[src/rtl/pwr_admit_ctrl.sv]
module pwr_admit_ctrl #(
  parameter int BUDGET = 1000,
  parameter int NCONN  = 8,
  parameter int BW_W   = 8,
  parameter int RTC_W  = 8,
  parameter int FRAC   = 4,
  parameter int CRD_W  = 3,
  parameter int FLIT_W = 4,
  parameter int BEC_W  = 4,
  localparam int CW = $clog2(BUDGET + 1),
  localparam int IW = $clog2(NCONN),
  localparam int PW = CRD_W + 1 + FLIT_W + BEC_W
) (
  input  logic              clk,
  input  logic              rst_n,
  input  logic              rt_req,
  input  logic [BW_W-1:0]   rt_bw,
  input  logic [RTC_W-1:0]  rt_coef,
  output logic              rt_grant,
  output logic              rt_reject,
  output logic [IW-1:0]     rt_id,
  input  logic              rt_close,
  input  logic [IW-1:0]     rt_close_id,
  input  logic              be_req,
  input  logic [CRD_W-1:0]  be_sx,
  input  logic [CRD_W-1:0]  be_sy,
  input  logic [CRD_W-1:0]  be_dx,
  input  logic [CRD_W-1:0]  be_dy,
  input  logic [FLIT_W-1:0] be_flits,
  input  logic [BEC_W-1:0]  be_coef,
  output logic              be_go,
  output logic              be_stall,
  output logic [PW-1:0]     be_cost,
  input  logic              be_ack,
  input  logic [PW-1:0]     be_ack_cost,
  output logic [CW-1:0]     credits,
  output logic              err
);
  localparam int RW = BW_W + RTC_W;
  localparam int HW = CRD_W + 1;
  localparam int SW = RW + PW + 2;

  logic [CW-1:0]    avail_q;
  logic             err_q;
  logic [NCONN-1:0] live_q;
  logic [CW-1:0]    slot_cost_q [NCONN];

  logic [RW:0] rt_cost;
  assign rt_cost = ((RW+1)'(rt_bw) * (RW+1)'(rt_coef) + (RW+1)'((1 << FRAC) - 1)) >> FRAC;

  logic          have_free;
  logic [IW-1:0] free_id;
  always_comb begin
    have_free = 1'b0;
    free_id   = '0;
    for (int i = NCONN - 1; i >= 0; i--) begin
      if (!live_q[i]) begin
        have_free = 1'b1;
        free_id   = IW'(i);
      end
    end
  end

  assign rt_grant  = rt_req & have_free & (SW'(rt_cost) <= SW'(avail_q));
  assign rt_reject = rt_req & ~rt_grant;
  assign rt_id     = free_id;

  logic [SW-1:0] left;
  assign left = SW'(avail_q) - (rt_grant ? SW'(rt_cost) : '0);

  logic [CRD_W-1:0] ax, ay;
  assign ax = (be_sx >= be_dx) ? be_sx - be_dx : be_dx - be_sx;
  assign ay = (be_sy >= be_dy) ? be_sy - be_dy : be_dy - be_sy;
  assign be_cost  = PW'(HW'(ax) + HW'(ay) + HW'(1)) * PW'(be_flits) * PW'(be_coef);
  assign be_go    = be_req & (SW'(be_cost) <= left);
  assign be_stall = be_req & ~be_go;

  logic          close_ok, bad_close, over;
  logic [SW-1:0] after;
  assign close_ok  = rt_close & live_q[rt_close_id];
  assign bad_close = rt_close & ~live_q[rt_close_id];
  assign after = left - (be_go ? SW'(be_cost) : '0)
               + (close_ok ? SW'(slot_cost_q[rt_close_id]) : '0)
               + (be_ack ? SW'(be_ack_cost) : '0);
  assign over = after > SW'(BUDGET);

  always_ff @(posedge clk) begin
    if (!rst_n) begin
      avail_q <= CW'(BUDGET);
      err_q   <= 1'b0;
      live_q  <= '0;
    end else begin
      avail_q <= over ? CW'(BUDGET) : CW'(after);
      err_q   <= err_q | over | bad_close;
      if (close_ok) live_q[rt_close_id] <= 1'b0;
      if (rt_grant) live_q[free_id] <= 1'b1;
    end
  end

  always_ff @(posedge clk) begin
    if (rt_grant) slot_cost_q[free_id] <= CW'(rt_cost);
  end

  assign credits = avail_q;
  assign err     = err_q;


  credit_bound_chk: assert property (@(posedge clk) disable iff (!rst_n)
    avail_q <= CW'(BUDGET));

  rt_charge_chk: assert property (@(posedge clk) disable iff (!rst_n)
    rt_grant && !be_go && !rt_close && !be_ack |=>
      SW'(avail_q) == $past(SW'(avail_q) - SW'(rt_cost)));

  rt_reject_hold_chk: assert property (@(posedge clk) disable iff (!rst_n)
    rt_reject && !be_go && !rt_close && !be_ack |=> $stable(avail_q) && $stable(live_q));

  be_charge_chk: assert property (@(posedge clk) disable iff (!rst_n)
    be_go && !rt_grant && !rt_close && !be_ack |=>
      SW'(avail_q) == $past(SW'(avail_q) - SW'(be_cost)));

  err_sticky_chk: assert property (@(posedge clk) disable iff (!rst_n)
    err_q |=> err_q);
endmodule

[config.mk]
export PLATFORM = sky130hd
export DESIGN_NAME = pwr_admit_ctrl
export DESIGN_NICKNAME = d
export VERILOG_FILES = /design/src/rtl/pwr_admit_ctrl.sv
export SDC_FILE = /design/constraint.sdc
export NUM_CORES = 1
export LEC_CHECK = 0
export BUFFER_PORTS_ARGS = -buffer_cell sky130_fd_sc_hd__buf_2
export CORE_MARGIN = 4
export CORE_UTILIZATION = 55
export DETAILED_ROUTE_END_ITERATION = 16
export PLACE_DENSITY = 0.83
export SLEW_MARGIN = 10
export SYNTH_ARGS = -nofsm -noshare
export SYNTH_HDL_FRONTEND = slang
export SYNTH_SLANG_ARGS = --single-unit
[constraint.sdc]
create_clock -name clk -period 16 [get_ports clk]
set_input_delay 0.8 -clock clk [delete_from_list [all_inputs] [get_ports clk]]
set_output_delay 0.8 -clock clk [all_outputs]
set_load 0.05 [all_outputs]
Yosys cells after proc, flatten, opt, wreduce, memory -nomap -nowiden
Memories as Yosys holds them, arrays and structs flattened.
Cells that the tools add are included.

storage, ports and cells
  input bits = 57
  output and inout bits = 30
  logic and storage cells = 79
  memories = 1
  bits in registers = 19
  bits in writable memories = 80

memories
  name         words  width  read ports  clocked after memory_dff  write ports  line  RTL
  slot_cost_q  8      10     1           0                         1            46    logic [CW-1:0] slot_cost_q [NCONN];

cells by class
  add/subtract/negate cells = 11
  muxes and demuxes = 33
  reduce and logical (&&, ||, !) cells = 3
  $lt $le $gt $ge = 9
  multiply operators = 3
  bitwise gates (word level) = 16

operators by type and width
  kind                                                                               count
  30-bit by 10-bit greater-than comparator with 1-bit output, second input constant  1
  12-bit by 30-bit less-or-equal comparator with 1-bit output                        1
  3-bit 2-to-1 mux                                                                   10
  12-bit 2-to-1 mux                                                                  2
  8-bit 2-to-1 mux                                                                   3
  16-bit by 13-bit adder with 17-bit output                                          1
  16-bit by 4-bit adder with 17-bit output, second input constant                    1
  15-bit by 11-bit adder with 16-bit output                                          1
  8-bit by 8-bit multiplier with 16-bit output                                       1
  14-bit by 13-bit subtractor with 15-bit output                                     1
  10-bit by 13-bit subtractor with 14-bit output                                     1
  13-bit by 10-bit less-or-equal comparator with 1-bit output                        1
  1-bit 2-to-1 mux                                                                   13
  13-bit 2-to-1 mux                                                                  1
  9-bit by 4-bit multiplier with 12-bit output                                       1
  3-bit subtractor                                                                   4
  10-bit 2-to-1 mux                                                                  1
  5-bit by 4-bit multiplier with 9-bit output                                        1
  8-bit AND                                                                          1
  3-bit by 4-bit < comparator with 1-bit output, second input constant               2
  8-bit NOT                                                                          1
  8-bit OR                                                                           1
  1-bit AND                                                                          7
  1-bit demux with 3-bit select                                                      2
  other kinds (9)                                                                    16

Longest topological paths before layout
Gate-level depths: netlist (run 1).

  word-level depth = 21
  mapped depth = 56
  gate-level depth less buffers = 55

Least setup slack after synthesis (run 1)
No wires, ideal clock.

  kind = input to register
  start point = input be_sy[0]
  end point = register avail_q[6] (netlist: credits[6])
  data arrival time = 12750 ps
  data required time = 15885 ps
  setup time = 115 ps
  stages = 50
  path buffers = 2
  slack = 3135 ps
  cell sequence = inv_1 ha_1 o21ai_0 nand2b_1 a21oi_1 mux2_2 inv_1 fa_1 nand2b_1 fa_1 fa_1 inv_1 ha_1 a21o_1 a21oi_1 o21ai_0 a21oi_1 xnor2_1 (+14 left out) mux2_2 o211a_1 a21boi_1 buf_2 nand2_1 fa_1 inv_1 fa_1 inv_1 ha_1 a21o_1 a21oi_1 o21ai_0 a41o_1 nor3_1 o2111ai_1 nor4_4 a21bo_2

on the way
  cells in the longest elaborated chain, start to end = 14
  elaborated cells on any way between the ends = 16
  classes of those cells = add/sub: 7; mul: 2; order compare: 3; mux: 2; bitwise: 1; reduce/logical: 1

RTL lines
  element                                                                       line  RTL
  start: declaration                                                            26    input logic [CRD_W-1:0] be_sy,
  3-bit subtractor / 3-bit greater-or-equal comparator (equally long branches)  73    assign ay = (be_sy >= be_dy) ? be_sy - be_dy : be_dy - be_sy;
  3-bit 2-to-1 mux (*)                                                          73
  3-bit by 3-bit adder with 4-bit output (*)                                    74    assign be_cost = PW'(HW'(ax) + HW'(ay) + HW'(1)) * PW'(be_flits) * PW'(be_coef);
  4-bit by 1-bit adder with 5-bit output (*)                                    74
  5-bit by 4-bit multiplier with 9-bit output (*)                               74
  9-bit by 4-bit multiplier with 12-bit output (*)                              74
  named net be_cost[11]                                                         33    output logic [PW-1:0] be_cost,
  12-bit by 30-bit less-or-equal comparator with 1-bit output (*)               75    assign be_go = be_req & (SW'(be_cost) <= left);
  1-bit AND (*)                                                                 75
  named net be_go                                                               31    output logic be_go,
  12-bit 2-to-1 mux (*)                                                         82    assign after = left - (be_go ? SW'(be_cost) : '0)
  14-bit by 13-bit subtractor with 15-bit output (*)                            82
  15-bit by 11-bit adder with 16-bit output (*)                                 83    + (close_ok ? SW'(slot_cost_q[rt_close_id]) : '0)
  16-bit by 13-bit adder with 17-bit output (*)                                 84    + (be_ack ? SW'(be_ack_cost) : '0);
  30-bit by 10-bit greater-than comparator with 1-bit output                    85    assign over = after > SW'(BUDGET);
  2-bit OR reduction (no source line)                                           -
  end signal: assignment                                                        89    avail_q <= CW'(BUDGET);
  end signal: assignment                                                        93    avail_q <= over ? CW'(BUDGET) : CW'(after);
  end: declaration                                                              43    logic [CW-1:0] avail_q;

The timed path passes the listed nets; every way through them passes the cells marked *.
A chain may end at the register's enable or synchronous reset.

Final worst setup path (run 1)
  start point = input rt_bw[0]
  end point = register avail_q[1] (netlist: credits[1])

on the way
  cells in the longest elaborated chain, start to end = 14

RTL lines
  element                                                      line  RTL
  start: declaration                                           17    input logic [BW_W-1:0] rt_bw,
  8-bit by 8-bit multiplier with 16-bit output (*)             49    assign rt_cost = ((RW+1)'(rt_bw) * (RW+1)'(rt_coef) + (RW+1)'((1 << FRAC) - 1)) >> FRAC;
  16-bit by 4-bit adder with 17-bit output (*)                 49
  named net rt_cost[6]                                         48    logic [RW:0] rt_cost;
  13-bit by 10-bit less-or-equal comparator with 1-bit output  64    assign rt_grant = rt_req & have_free & (SW'(rt_cost) <= SW'(avail_q));
  1-bit AND                                                    64
  13-bit 2-to-1 mux (*)                                        69    assign left = SW'(avail_q) - (rt_grant ? SW'(rt_cost) : '0);
  10-bit by 13-bit subtractor with 14-bit output (*)           69
  12-bit by 30-bit less-or-equal comparator with 1-bit output  75
  1-bit AND                                                    75
  12-bit 2-to-1 mux                                            82
  14-bit by 13-bit subtractor with 15-bit output (*)           82
  15-bit by 11-bit adder with 16-bit output (*)                83
  16-bit by 13-bit adder with 17-bit output (*)                84
  30-bit by 10-bit greater-than comparator with 1-bit output   85
  2-bit OR reduction (no source line)                          -

Marks and branches as above.

==> results of run 1 <==
[kinds of logic after synthesis]
family	after synthesis	synth area share [%]
and+or+nand+nor	347	17.2
adders and majority gates	216	31.1
AOI/OAI and AO/OA	189	11.8
buffers and inverters	170	6.00
DFF	99	26.0
xor gates and xnor gates	41	3.36
muxes	33	4.57
[cell usage in the layout, fill, tap and decap left out, types with 23 or more instances in the layout]
cell type / instances
inv_1: 147
nor2_1: 40
fa_1: 83
and2_1: 79
nand2b_1: 23
nand2_1: 102
xnor2_1: 29
edfxtp_1: 80
ha_1: 133
o21ai_0: 32
buf_2: 86
a21oi_1: 45
[metrics by stage]
step	utilization [%]	instance area [um^2]	hold WS (ns)
6_report	62.1	11700	0.533
5_1_grt	62.1	11700	0.559
4_1_cts	62.1	11700	0.536
3_5_place_dp	60.6	11400	0.523
3_3_place_gp	60.6	11400	0.509
2_1_floorplan	-	10700	0.475
[how the worst max path moves through the flow]
stage / endpoint / slack, ns / cells past startpoint
final: credits[1] / 1.91 / 54
after global routing: credits[6] / 0.93 / 54
after CTS: credits[1] / 1.98 / 54
after detailed placement: credits[1] / 1.64 / 54
after global placement: credits[2] / 2.05 / 54
after floorplan: credits[6] / 3.14 / 50
[worst reg2reg max path: cells and delay by family (launching register included)]
kind / cells / cell delay, ns
fa+ha+maj: 7 / 2.61
mux: 1 / 0.29
buf+inv: 4 / 0.37
xor+xnor: 1 / 0.25
flops: 1 / 0.44
compound gates: 14 / 3.18
simple gates: 14 / 2.69
[sequential cells by signal, summed over array words and instances (netlist names)]
name and flops:
live_q 8, credits 10, slot_cost_q 80, err 1
[final cells by class]
cell class	count	area share [%]
inverter	148	4.76
timing repair buffer	91	3.99
clock buffer	10	1.95
sequential	99	23.7
clock inverter	6	0.491
multi-input combinational	826	62.3
tap	260	2.77
[per-layer routing]
layer	GRT usage (%)	routed length (um)	up-vias
met3	2.67	1430	55
met4	7.04	724	0
met2	39.3	11900	271
met5	0	0	-
met1	29.1	10200	3965
li1	-	-	3957
==> metrics, run 1 <==
CP Class primary input to flop; DIE WIDTH 147 um; Reg2Reg Setup Slack 6.05 ns; Final Max Tran Viols 0; effective utilization at floorplan 56.6%; Synth top area share 22.4%; DR WL/cell 16.8 um; DIE AREA 0.0218 mm^2; pre-CTS setup slack 1.64 ns; top area cells in the synthesized netlist edfxtp_1, ha_1, fa_1; H-tree Lvls 3; Post-Syn Instances 1095; port bufs 86; Seq/Total Area, Yosys 26.0%; crit-path leading delay family adder cells; Pre-Repair DR Iteration Count 5; HP Class flop to flop; FF+latch count, synth 99; CTS resizes 0; worst min-delay path endpoint live_q[7]; fin cells 1440; Layout area overhead 9.59%; data arrival time of the worst path 14.32 ns; Hold Crit Start live_q[7]; Crit. End Element flop; vias in the first global route 8221; cell with the most instances after synthesis inv_1; # hold bufs at CTS 0; vias per inst 5.73; Ys Warns 0; setup bufs post-CTS 0; Root Buffer clkbuf_16; CTS tree done; RSZ-0062 raised after global routing no; Tmin final 14.09 ns; Routed WL 24200 um; die height 147 um; WP data required 16.23 ns; async set or reset register ratio after synthesis 0%; synth unique cells 68; CTS max path bufs 2; routed via count 8248; fillcell total 1560; worst hold path depth 2; Rel. slew slack 32.0%; DRC 0; Reg-to-Reg Start credits[1]; Clock transition at path regs 0.08 ns; final hold vios 0; global route overflow 0; final net count 1448; Reg-to-Reg End credits[1]; final clock skew 0.0148 ns; area of the multi-input gates 0.00731 mm^2; core footprint 0.0189 mm^2; Maximum Capacitance Violations 0; EDFF count, synth 80; status finished clean; Final HPWL DP 19800 um; Worst setup SP type primary input; # setup viols final 0; initial antenna violation count 0; actual slew at the worst max-slew pin 1.01 ns; Crit-path slowest cell xnor2_1; Routed Antenna Nets 0; CP Max Fanout 11; crit share post-route 88.1%; worst r2r path cells 41; Total Negative Setup Slacks 0 ns; Synthesized Nets 1368; Buf+Inv Stages, Crit Path 6; synthesized area 0.0107 mm^2; share of layout cells above drive strength 1 12.1%; first-pass GRT wire length 39800 um; Final WS setup 1.91 ns; Peak Freq 71.0 MHz; register area 0.00278 mm^2; largest net degree at the start of global routing 36; Placer Congestion 0.918; slowest stage delay, CP 0.61 ns; dominant cell type by area after synthesis edfxtp_1; top_reg_cell synth edfxtp_1; clock latency on the worst-skew pair 0.35 ns; commonest cells in the netlist inv_1, ha_1, nand2_1; num rows 50; syn avg cell area 9.77 um^2; total track usage 22.4%; Inst Count DP 1424; ant diodes 0; IO Pins 87; total CTS buffers 9; CTS Sinks 99; Starting DRT DRC Count 566; Critical Path Start rt_bw[0]
Power of run 1 is left out: the tool's default activity adds up to more than one toggle a clock period on the data nets, which glitch-free logic cannot reach.
==> inputs of run 2 (changes only) <==
--- a/config.mk
+++ b/config.mk
@@ -9,7 +9,7 @@
 export CORE_MARGIN = 4
 export CORE_UTILIZATION = 55
 export DETAILED_ROUTE_END_ITERATION = 16
-export PLACE_DENSITY = 0.83
+export PLACE_DENSITY = 0.75
 export SLEW_MARGIN = 10
 export SYNTH_ARGS = -nofsm -noshare
 export SYNTH_HDL_FRONTEND = slang
==> run 2 against run 1 <==
Effect of this change: flip-flop and latch count unchanged; utilization up 0.13 points; critical path depth fell by 3; maximum frequency is 0.59% lower; setup slack got worse by 0.083 ns; critical path type unchanged; critical endpoint is now credits[6].
==> metrics, run 2 (synthesis results as in run 1) <==
largest net degree at the start of global routing 36; data arrival time of the worst path 14.42 ns; fin cells 1442; DIE AREA 0.0218 mm^2; Starting DRT DRC Count 594; Final HPWL DP 20400 um; area of the multi-input gates 0.00729 mm^2; Clock transition at path regs 0.08 ns; Tmin final 14.18 ns; Inst Count DP 1426; Routed WL 25100 um; # setup viols final 0; Finished Cell Area 0.0118 mm^2; Placer Congestion 0.919; num rows 50; Crit-path slowest cell xnor2_1; slowest stage delay, CP 0.72 ns; most common cell after layout, fill and taps aside inv_1; CTS resizes 0; Total Negative Setup Slacks 0 ns; HP Class flop to flop; clock latency on the worst-skew pair 0.35 ns; Pre-Repair DR Iteration Count 5; final net count 1450; Routed Antenna Nets 0; ant diodes 0; crit-path leading delay family adder cells; most frequent cells in the layout inv_1, ha_1, nand2_1; DR WL/cell 17.4 um; placed standard-cell area 0.0114 mm^2; final clock skew 0.00890 ns; register area 0.00278 mm^2; CP Class primary input to flop; Crit. End Element flop; CTS Sinks 99; Worst setup SP type primary input; max reg flops 80; first-pass GRT wire length 41300 um; share of layout cells above drive strength 1 12.4%; status finished clean; # hold bufs at CTS 0; RSZ-0062 raised after global routing no; Peak Freq 70.5 MHz; CP dominant cell by count ha_1; die height 147 um; initial antenna violation count 0; fillcell total 1637; Root Buffer clkbuf_16; DIE WIDTH 147 um; actual slew at the worst max-slew pin 1.03 ns; hold slack final 0.530 ns; vias per inst 5.66; WP data required 16.24 ns; core footprint 0.0189 mm^2; port bufs 86; Reg with most FFs slot_cost_q; routed via count 8161; Layout area overhead 9.82%; setup bufs post-CTS 0; vias in the first global route 8106; crit share post-route 88.6%; final hold vios 0; total track usage 23.5%; CTS tree done; total CTS buffers 9; Final Max Tran Viols 0; Maximum Capacitance Violations 0; IO Pins 87; CTS max path bufs 2; effective utilization at floorplan 56.6%; H-tree Lvls 3; Rel. slew slack 30.9%; DRC 0; Buf+Inv Stages, Crit Path 5; CP Max Fanout 11; global route overflow 0
==> run 2: cell types whose count changed in the layout (fill, tap and decap cells not counted) <==
cell,previous run,this run
nor4_4,3,1
buf_4,5,7
clkbuf_1,1,0
inv_12,0,1
clkinv_8,0,2
clkinv_4,2,0
nor4_2,0,2
==> run 2: area by class of cell <==
| type | count | area share (%) |
|---|---|---|
| multi-input cells | 826 | 62.0 |
| flip-flops and latches | 99 | 23.7 |
| inverters | 148 | 4.75 |
| repair buffers | 93 | 4.11 |
| well taps | 260 | 2.77 |
| clock buffers | 9 | 1.92 |
| clock inverters | 7 | 0.756 |
==> run 2: metal layers <==
layer  wire length, um  track usage [%]  vias up  share of wire, %
met5                 0                0        -                 0
met2             11600             38.5      248                46
met3              1460             2.42       42               5.8
met4               633             6.94        0               2.5
met1             11400             33.4     3919                45
li1                  -                -     3952                 -
==> run 2: path summary, 6_finish.rpt <==
check | start | to | slack [ns] | depth (start not counted)
setup / recovery | rt_coef[2] | credits[6] | 1.82 | 51
hold / removal | live_q[7] | live_q[7] | 0.53 | 2
setup reg to reg | credits[1] | credits[6] | 5.99 | 39
hold reg to reg | live_q[7] | live_q[7] | 0.53 | 2
==> run 2: worst reg2reg max path: cells and delay by family, from the launching register on <==
kind,cells,cell delay [ns]
AO/OA/AOI/OAI,14,3.54
XOR/XNOR,1,0.27
adder cells (fa/ha/maj),6,2.38
buffers and inverters,3,0.36
flip-flops,1,0.50
multiplexers,1,0.29
AND/OR/NAND/NOR,14,2.59
==> run 2: metrics by stage <==
stage / setup WS [ns] / utilization, %
floorplan: 3.14 / -
global placement: 1.86 / 60.5
detailed placement: 1.69 / 60.5
CTS: 1.94 / 62.2
global route: 0.774 / 62.2
finish: 1.82 / 62.2
Power of run 2 is left out for the same reason.
